`src/rtl/ocg_pkg.sv`:
```
`timescale 1ns/1ps
package ocg_pkg;

  typedef enum logic [1:0] {
    MODE_OFF  = 2'b00,
    MODE_SUSP = 2'b01,
    MODE_RUN  = 2'b10,
    MODE_RSVD = 2'b11
  } ocgMode_e;

  // control -> datapath strobes
  typedef struct packed {
    logic arm;      // trips may be qualified this cycle
    logic suspSel;  // use the suspend blanking length
  } ocgStrobe_t;

endpackage

```
`src/rtl/ocg_datapath.sv`:
```
`timescale 1ns/1ps
module ocg_datapath
  import ocg_pkg::*;
#(
  parameter int RUN_BLANK  = 63,
  parameter int SUSP_BLANK = 50
) (
  input  logic       clk,
  input  logic       rst_n,
  input  ocgStrobe_t strobe,
  input  logic       hsOn,
  input  logic       ocTrip,
  output logic       tripValid
);

  localparam int MAX_BLANK = (RUN_BLANK > SUSP_BLANK) ? RUN_BLANK : SUSP_BLANK;
  localparam int CW        = $clog2(MAX_BLANK + 1);

  logic [CW-1:0] onCnt;
  logic [CW-1:0] blankLimit;
  logic          maskHold;
  logic          inBlank;
  logic          inWindow;

  always_comb begin
    blankLimit = strobe.suspSel ? CW'(SUSP_BLANK) : CW'(RUN_BLANK);
    inBlank    = hsOn && (onCnt < blankLimit);
    inWindow   = hsOn && !inBlank;
    tripValid  = strobe.arm && inWindow && ocTrip && !maskHold;
  end

  // onCnt equals the on-cycle index, saturating at the active limit
  always_ff @(posedge clk) begin
    if (!rst_n) begin
      onCnt    <= '0;
      maskHold <= 1'b0;
    end else if (!hsOn) begin
      onCnt    <= '0;
      maskHold <= 1'b0;
    end else begin
      if (onCnt < blankLimit) onCnt <= onCnt + CW'(1);
      // a comparator seen during blanking stays masked until it drops
      maskHold <= ocTrip && (inBlank || maskHold);
    end
  end

endmodule

```
`src/rtl/ocg_control.sv`:
```
`timescale 1ns/1ps
module ocg_control
  import ocg_pkg::*;
(
  input  logic       clk,
  input  logic       rst_n,
  input  logic [1:0] modeIn,
  input  logic       cycleStart,
  input  logic       tripValid,
  output ocgStrobe_t strobe,
  output logic       faultQ,
  output logic       killQ,
  output logic       ssReqQ
);

  ocgMode_e modeNow;
  ocgMode_e modeQ;
  logic     isRun;
  logic     isSusp;
  logic     wasOff;
  logic     offToRun;

  always_comb begin
    modeNow        = ocgMode_e'(modeIn);
    isRun          = (modeNow == MODE_RUN);
    isSusp         = (modeNow == MODE_SUSP);
    wasOff         = (modeQ == MODE_OFF) || (modeQ == MODE_RSVD);
    offToRun       = wasOff && isRun;
    strobe.arm     = (isRun && !faultQ) || isSusp;
    strobe.suspSel = isSusp;
  end

  always_ff @(posedge clk) begin
    if (!rst_n) begin
      modeQ  <= MODE_OFF;
      faultQ <= 1'b0;
      killQ  <= 1'b0;
      ssReqQ <= 1'b0;
    end else begin
      modeQ  <= modeNow;
      ssReqQ <= offToRun;
      if (offToRun)                faultQ <= 1'b0;
      else if (isRun && tripValid) faultQ <= 1'b1;
      killQ  <= isSusp && (tripValid || (killQ && !cycleStart));
    end
  end

endmodule

```
`src/rtl/oc_blank_guard.sv`:
```
`timescale 1ns/1ps
module oc_blank_guard
  import ocg_pkg::*;
#(
  parameter int RUN_BLANK  = 63,
  parameter int SUSP_BLANK = 50
) (
  input  logic       clk,
  input  logic       rst_n,
  input  logic [1:0] mode,
  input  logic       hsOn,
  input  logic       cycleStart,
  input  logic       ocTrip,
  input  logic       pgRaw,
  output logic       faultLatched,
  output logic       cycleKill,
  output logic       softStartReq,
  output logic       pgQual
);

  ocgStrobe_t strobe;
  logic       tripValid;

  ocg_control u_ctrl (
    .clk        (clk),
    .rst_n      (rst_n),
    .modeIn     (mode),
    .cycleStart (cycleStart),
    .tripValid  (tripValid),
    .strobe     (strobe),
    .faultQ     (faultLatched),
    .killQ      (cycleKill),
    .ssReqQ     (softStartReq)
  );

  ocg_datapath #(
    .RUN_BLANK  (RUN_BLANK),
    .SUSP_BLANK (SUSP_BLANK)
  ) u_dp (
    .clk       (clk),
    .rst_n     (rst_n),
    .strobe    (strobe),
    .hsOn      (hsOn),
    .ocTrip    (ocTrip),
    .tripValid (tripValid)
  );

  assign pgQual = pgRaw && !faultLatched;

endmodule

```
`config.mk`:
```
export PLATFORM = sky130hd
export DESIGN_NAME = oc_blank_guard
export DESIGN_NICKNAME = d
export VERILOG_FILES = /design/src/rtl/ocg_pkg.sv /design/src/rtl/ocg_datapath.sv /design/src/rtl/ocg_control.sv /design/src/rtl/oc_blank_guard.sv
export SDC_FILE = /design/constraint.sdc
export NUM_CORES = 1
export LEC_CHECK = 0
export BUFFER_PORTS_ARGS = -buffer_cell sky130_fd_sc_hd__buf_2
export CAP_MARGIN = 20
export CORE_AREA = 2 2 39 41
export CTS_CLUSTER_SIZE = 20
export DETAILED_ROUTE_END_ITERATION = 16
export DIE_AREA = 0 0 41 43
export PLACE_DENSITY = 0.67
export SETUP_SLACK_MARGIN = 0.5
export SLEW_MARGIN = 15
export SYNTH_ARGS = -nofsm -noshare
export SYNTH_HDL_FRONTEND = slang
export SYNTH_SLANG_ARGS = --single-unit
```
`constraint.sdc`:
```
create_clock -name clk -period 2 [get_ports clk]
set_input_delay 0.3 -clock clk [delete_from_list [all_inputs] [get_ports clk]]
set_output_delay 0.3 -clock clk [all_outputs]
set_load 0.05 [all_outputs]
```
==> impl_metrics.csv <==
group,metric,value,unit
floorplanning,coreArea,1384,µm²
yosys,avgSynthCellArea,8.964,µm²
global_route,grt_first_pass_wirelength,1897,µm
drt,wl_per_cell,12.02,µm
power,p_leak,0.2984,nW
clock_network,cts_sinks,12,
yosys,synth_flop_cell,"dfxtp_1",
global_route,grt_max_degree,8,
worst_setup_path,path_cells,"buf_2 > nand2b_4 > inv_2 > ha_4 > o21ai_2 > a211oi_4 > nor2_4 > o211a_1",
yosys,ys_seq_elements,12,
sta,layout_min_cycle_time,1.445,ns
drt,dr.pass1.iters,4,
placed_design,placed_area,698.2,µm²
floorplanning,pin_count,12,
sta,clock_skew,0.005741,ns
floorplanning,fp.dieH,43,µm
worst_setup_path,crit_start,"mode[1]",
floorplanning,rows,14,
yosys,syn_inst,67,
yosys,synth_edf_count,0,
clock_network,post_cts_buffers,0,
final_layout,diodes,0,
yosys,ys_warn_count,0,
placed_design,placedCellCount,94,
drt,drt_iter0_markers,9,
final_layout,area_growth,23.33,%
sta,finalSetupTns,0,ns
yosys,async_reset_ff_share,0,%
yosys,synthDistinctLibCells,28,
worst_setup_path,r2r-start,"u_dp.onCnt[2]$_SDFFE_PN0N_",
clock_network,clk_pin_slew,0.08,ns
placed_design,gp_congestion,0.7883,
worst_setup_path,reg2regPathDepth,5,
clock_network,clock_path_buffers,2,
yosys,syn-num-nets,77,
yosys,ys_seq_area_share,40.00,%
sta,hold_violations,0,
min_path,hold_path_class,"primary input to flip-flop",
sta,fmax,692.1,MHz
floorplanning,dieArea,1763,µm²
sta,period_share,72.25,%
drt,drt_wl_total,1178,µm
final_layout,final_cells,98,
clock_network,clock_latency,0.27,ns
yosys,synthTopCellsByArea,"dfxtp_1 40%, nand2_1 4.4%, and2_1 4.2%",
sta,rsz0062_at_grt,"yes",
yosys,synth_area,600.6,µm²
yosys,synth_top_area_share,40.00,%
drt,drc,0,
power,power_density,654.2,nW/µm²
placed_design,portBuffers,11,
worst_setup_path,start_kind,"primary input",
power,vdd_drop_max,0.0003329,V
worst_setup_path,path_class,"primary input to flip-flop",
worst_setup_path,cp_max_fo,7,
yosys,yosysMostFrequentCell,"dfxtp_1",
worst_setup_path,reg2reg_to,"u_dp.maskHold$_SDFF_PN0_",
worst_setup_path,endpoint,"u_dp.maskHold$_SDFF_PN0_",
yosys,synth.top_cells.by_count,"12 x dfxtp_1, 7 x nand2_1, 5 x nor2_1",
clock_network,cts_tree,"done",
worst_setup_path,cp.arrival,1.61,ns
sta,worstMarginPinSlew,0.3936,ns
floorplanning,die_x,41,µm
sta,setup_viol,0,
worst_setup_path,crit_path_end_kind,"flip-flop",
drt,viasPerCell,5.490,
clock_network,clockRootBuffer,"clkbuf_4",
global_route,grt_pass1_vias,480,
sta,final-max-slew-violation-count,0,
flow_run,drv_cap,0,
final_layout,layout.nets,93,
worst_setup_path,crit_family,"compound AO/OA/AOI/OAI gates",
worst_setup_path,cp_num_cells,8,
drt,via_count,538,
placed_design,hpwl,915.4,µm
drt,drtAntennaViolNets,0,
final_layout,final_layout_size_suffix_gt1_share,30.49,%
worst_setup_path,r2r_slack,0.57,ns
global_route,antenna_found_initial,0,
global_route,grt_use_total,15.42,%
worst_setup_path,worstPathRequired,2.17,ns
worst_setup_path,slowest_delay,0.42,ns
status,status,"finished clean",
floorplanning,start_util,43.40,%
worst_setup_path,slowest_stage,"a211oi_4",
final_layout,final_area,740.7,µm²
clock_network,cts_buffers,3,
yosys,yosys.area.top_type,"dfxtp_1",
global_route,grt_overflow,0,
clock_network,ctsHtreeMaxLevel,1,
worst_setup_path,worst-path-buf-inv,2,
sta,maxSlewHeadroom,73.68,%
timing repair:
action / in CTS / in global routing
gates cloned: 0 / 0
gates resized for setup: 0 / 3
setup endpoints to repair: 1 / 5
hold buffers: 0 / 0
pin swaps: 1 / 1
worst min-delay path by stage:
stage	to	slack, ns	cells past startpoint	from
floorplan	u_ctrl.killQ$_SDFF_PN0_	0.42	2	rst_n
global placement	u_ctrl.killQ$_SDFF_PN0_	0.45	2	u_ctrl.killQ$_SDFF_PN0_
detailed placement	u_ctrl.killQ$_SDFF_PN0_	0.45	2	u_ctrl.killQ$_SDFF_PN0_
CTS	u_ctrl.modeQ[1]$_SDFF_PN0_	0.27	2	mode[1]
global route	u_dp.maskHold$_SDFF_PN0_	0.27	2	ocTrip
finish	u_ctrl.modeQ[1]$_SDFF_PN0_	0.28	2	mode[1]
metal layers:
metal | vias to the layer above | GRT usage (%) | share of wire, %
li1 | 277 | - | -
met4 | 0 | 6.667 | 0
met2 | 21 | 21.88 | 46
met5 | - | 0 | 0
met1 | 240 | 21.82 | 47
met3 | 0 | 3.141 | 6.7
layout by cell type (no fill, tap or decap), types with 2 or more instances in the layout:
cell type and n:
nor2_1 5, clkbuf_4 3, dfxtp_1 11, nand3_1 3, o21ai_0 4, a31oi_1 2
nor3b_1 2, nand2_1 7, a21oi_1 3, nand4_1 2, inv_1 2, or3_1 2
and2_1 4, buf_2 11, o311ai_1 2
cell families after synthesis:
logic type	after synthesis	synth area share, %
buf+inv	3	1.875
xor+xnor	1	1.459
simple gates	30	28.96
fa+ha+maj	2	4.166
flops	12	40.00
compound gates	19	23.54
registers in the layout, summed over array words and instances (netlist names):
signal and cells:
u_ctrl.modeQ 2, u_ctrl.ssReqQ 1, u_ctrl.killQ 1, u_dp.onCnt 6, u_ctrl.faultQ 1, u_dp.maskHold 1
report_power, final:
group,leakage [nW],internal (W),switching [W]
registers,0.0983,0.000244,0.00000480
clock network,0.0210,0.000110,0.0000798
logic,0.179,0.0000188,0.0000264
total,0.298,0.000374,0.000111
area by class of cell:
cell class              instances  area [µm²]
multi-input cells              52       376.6
inverters                       3       11.26
flip-flops and latches         12       241.5
fillers                       132       643.1
repair buffers                 11       55.05
clock buffers                   4       36.28
well taps                      16       20.02
metrics by stage:
stage	hold slack [ns]	utilization, %	worst slack, ns	total power [W]
finish	0.2773	53.53	0.5551	0.0004846
global route	0.2720	53.53	0.4956	0.0005112
CTS	0.2697	53.07	0.5266	0.0004930
detailed placement	0.4496	50.45	0.2745	0.0003004
global placement	0.4496	50.45	0.2884	0.0002997
floorplan	0.4161	-	0.5173	0.0002837
worst register-to-register path: cells and delay by family (launching register included):
kind | cells | cell delay, ns
AO/OA/AOI/OAI | 3 | 0.71
adder cells (fa/ha/maj) | 1 | 0.17
flip-flops | 1 | 0.39
AND/OR/NAND/NOR | 1 | 0.07
(Power assumes the default switching activity.)
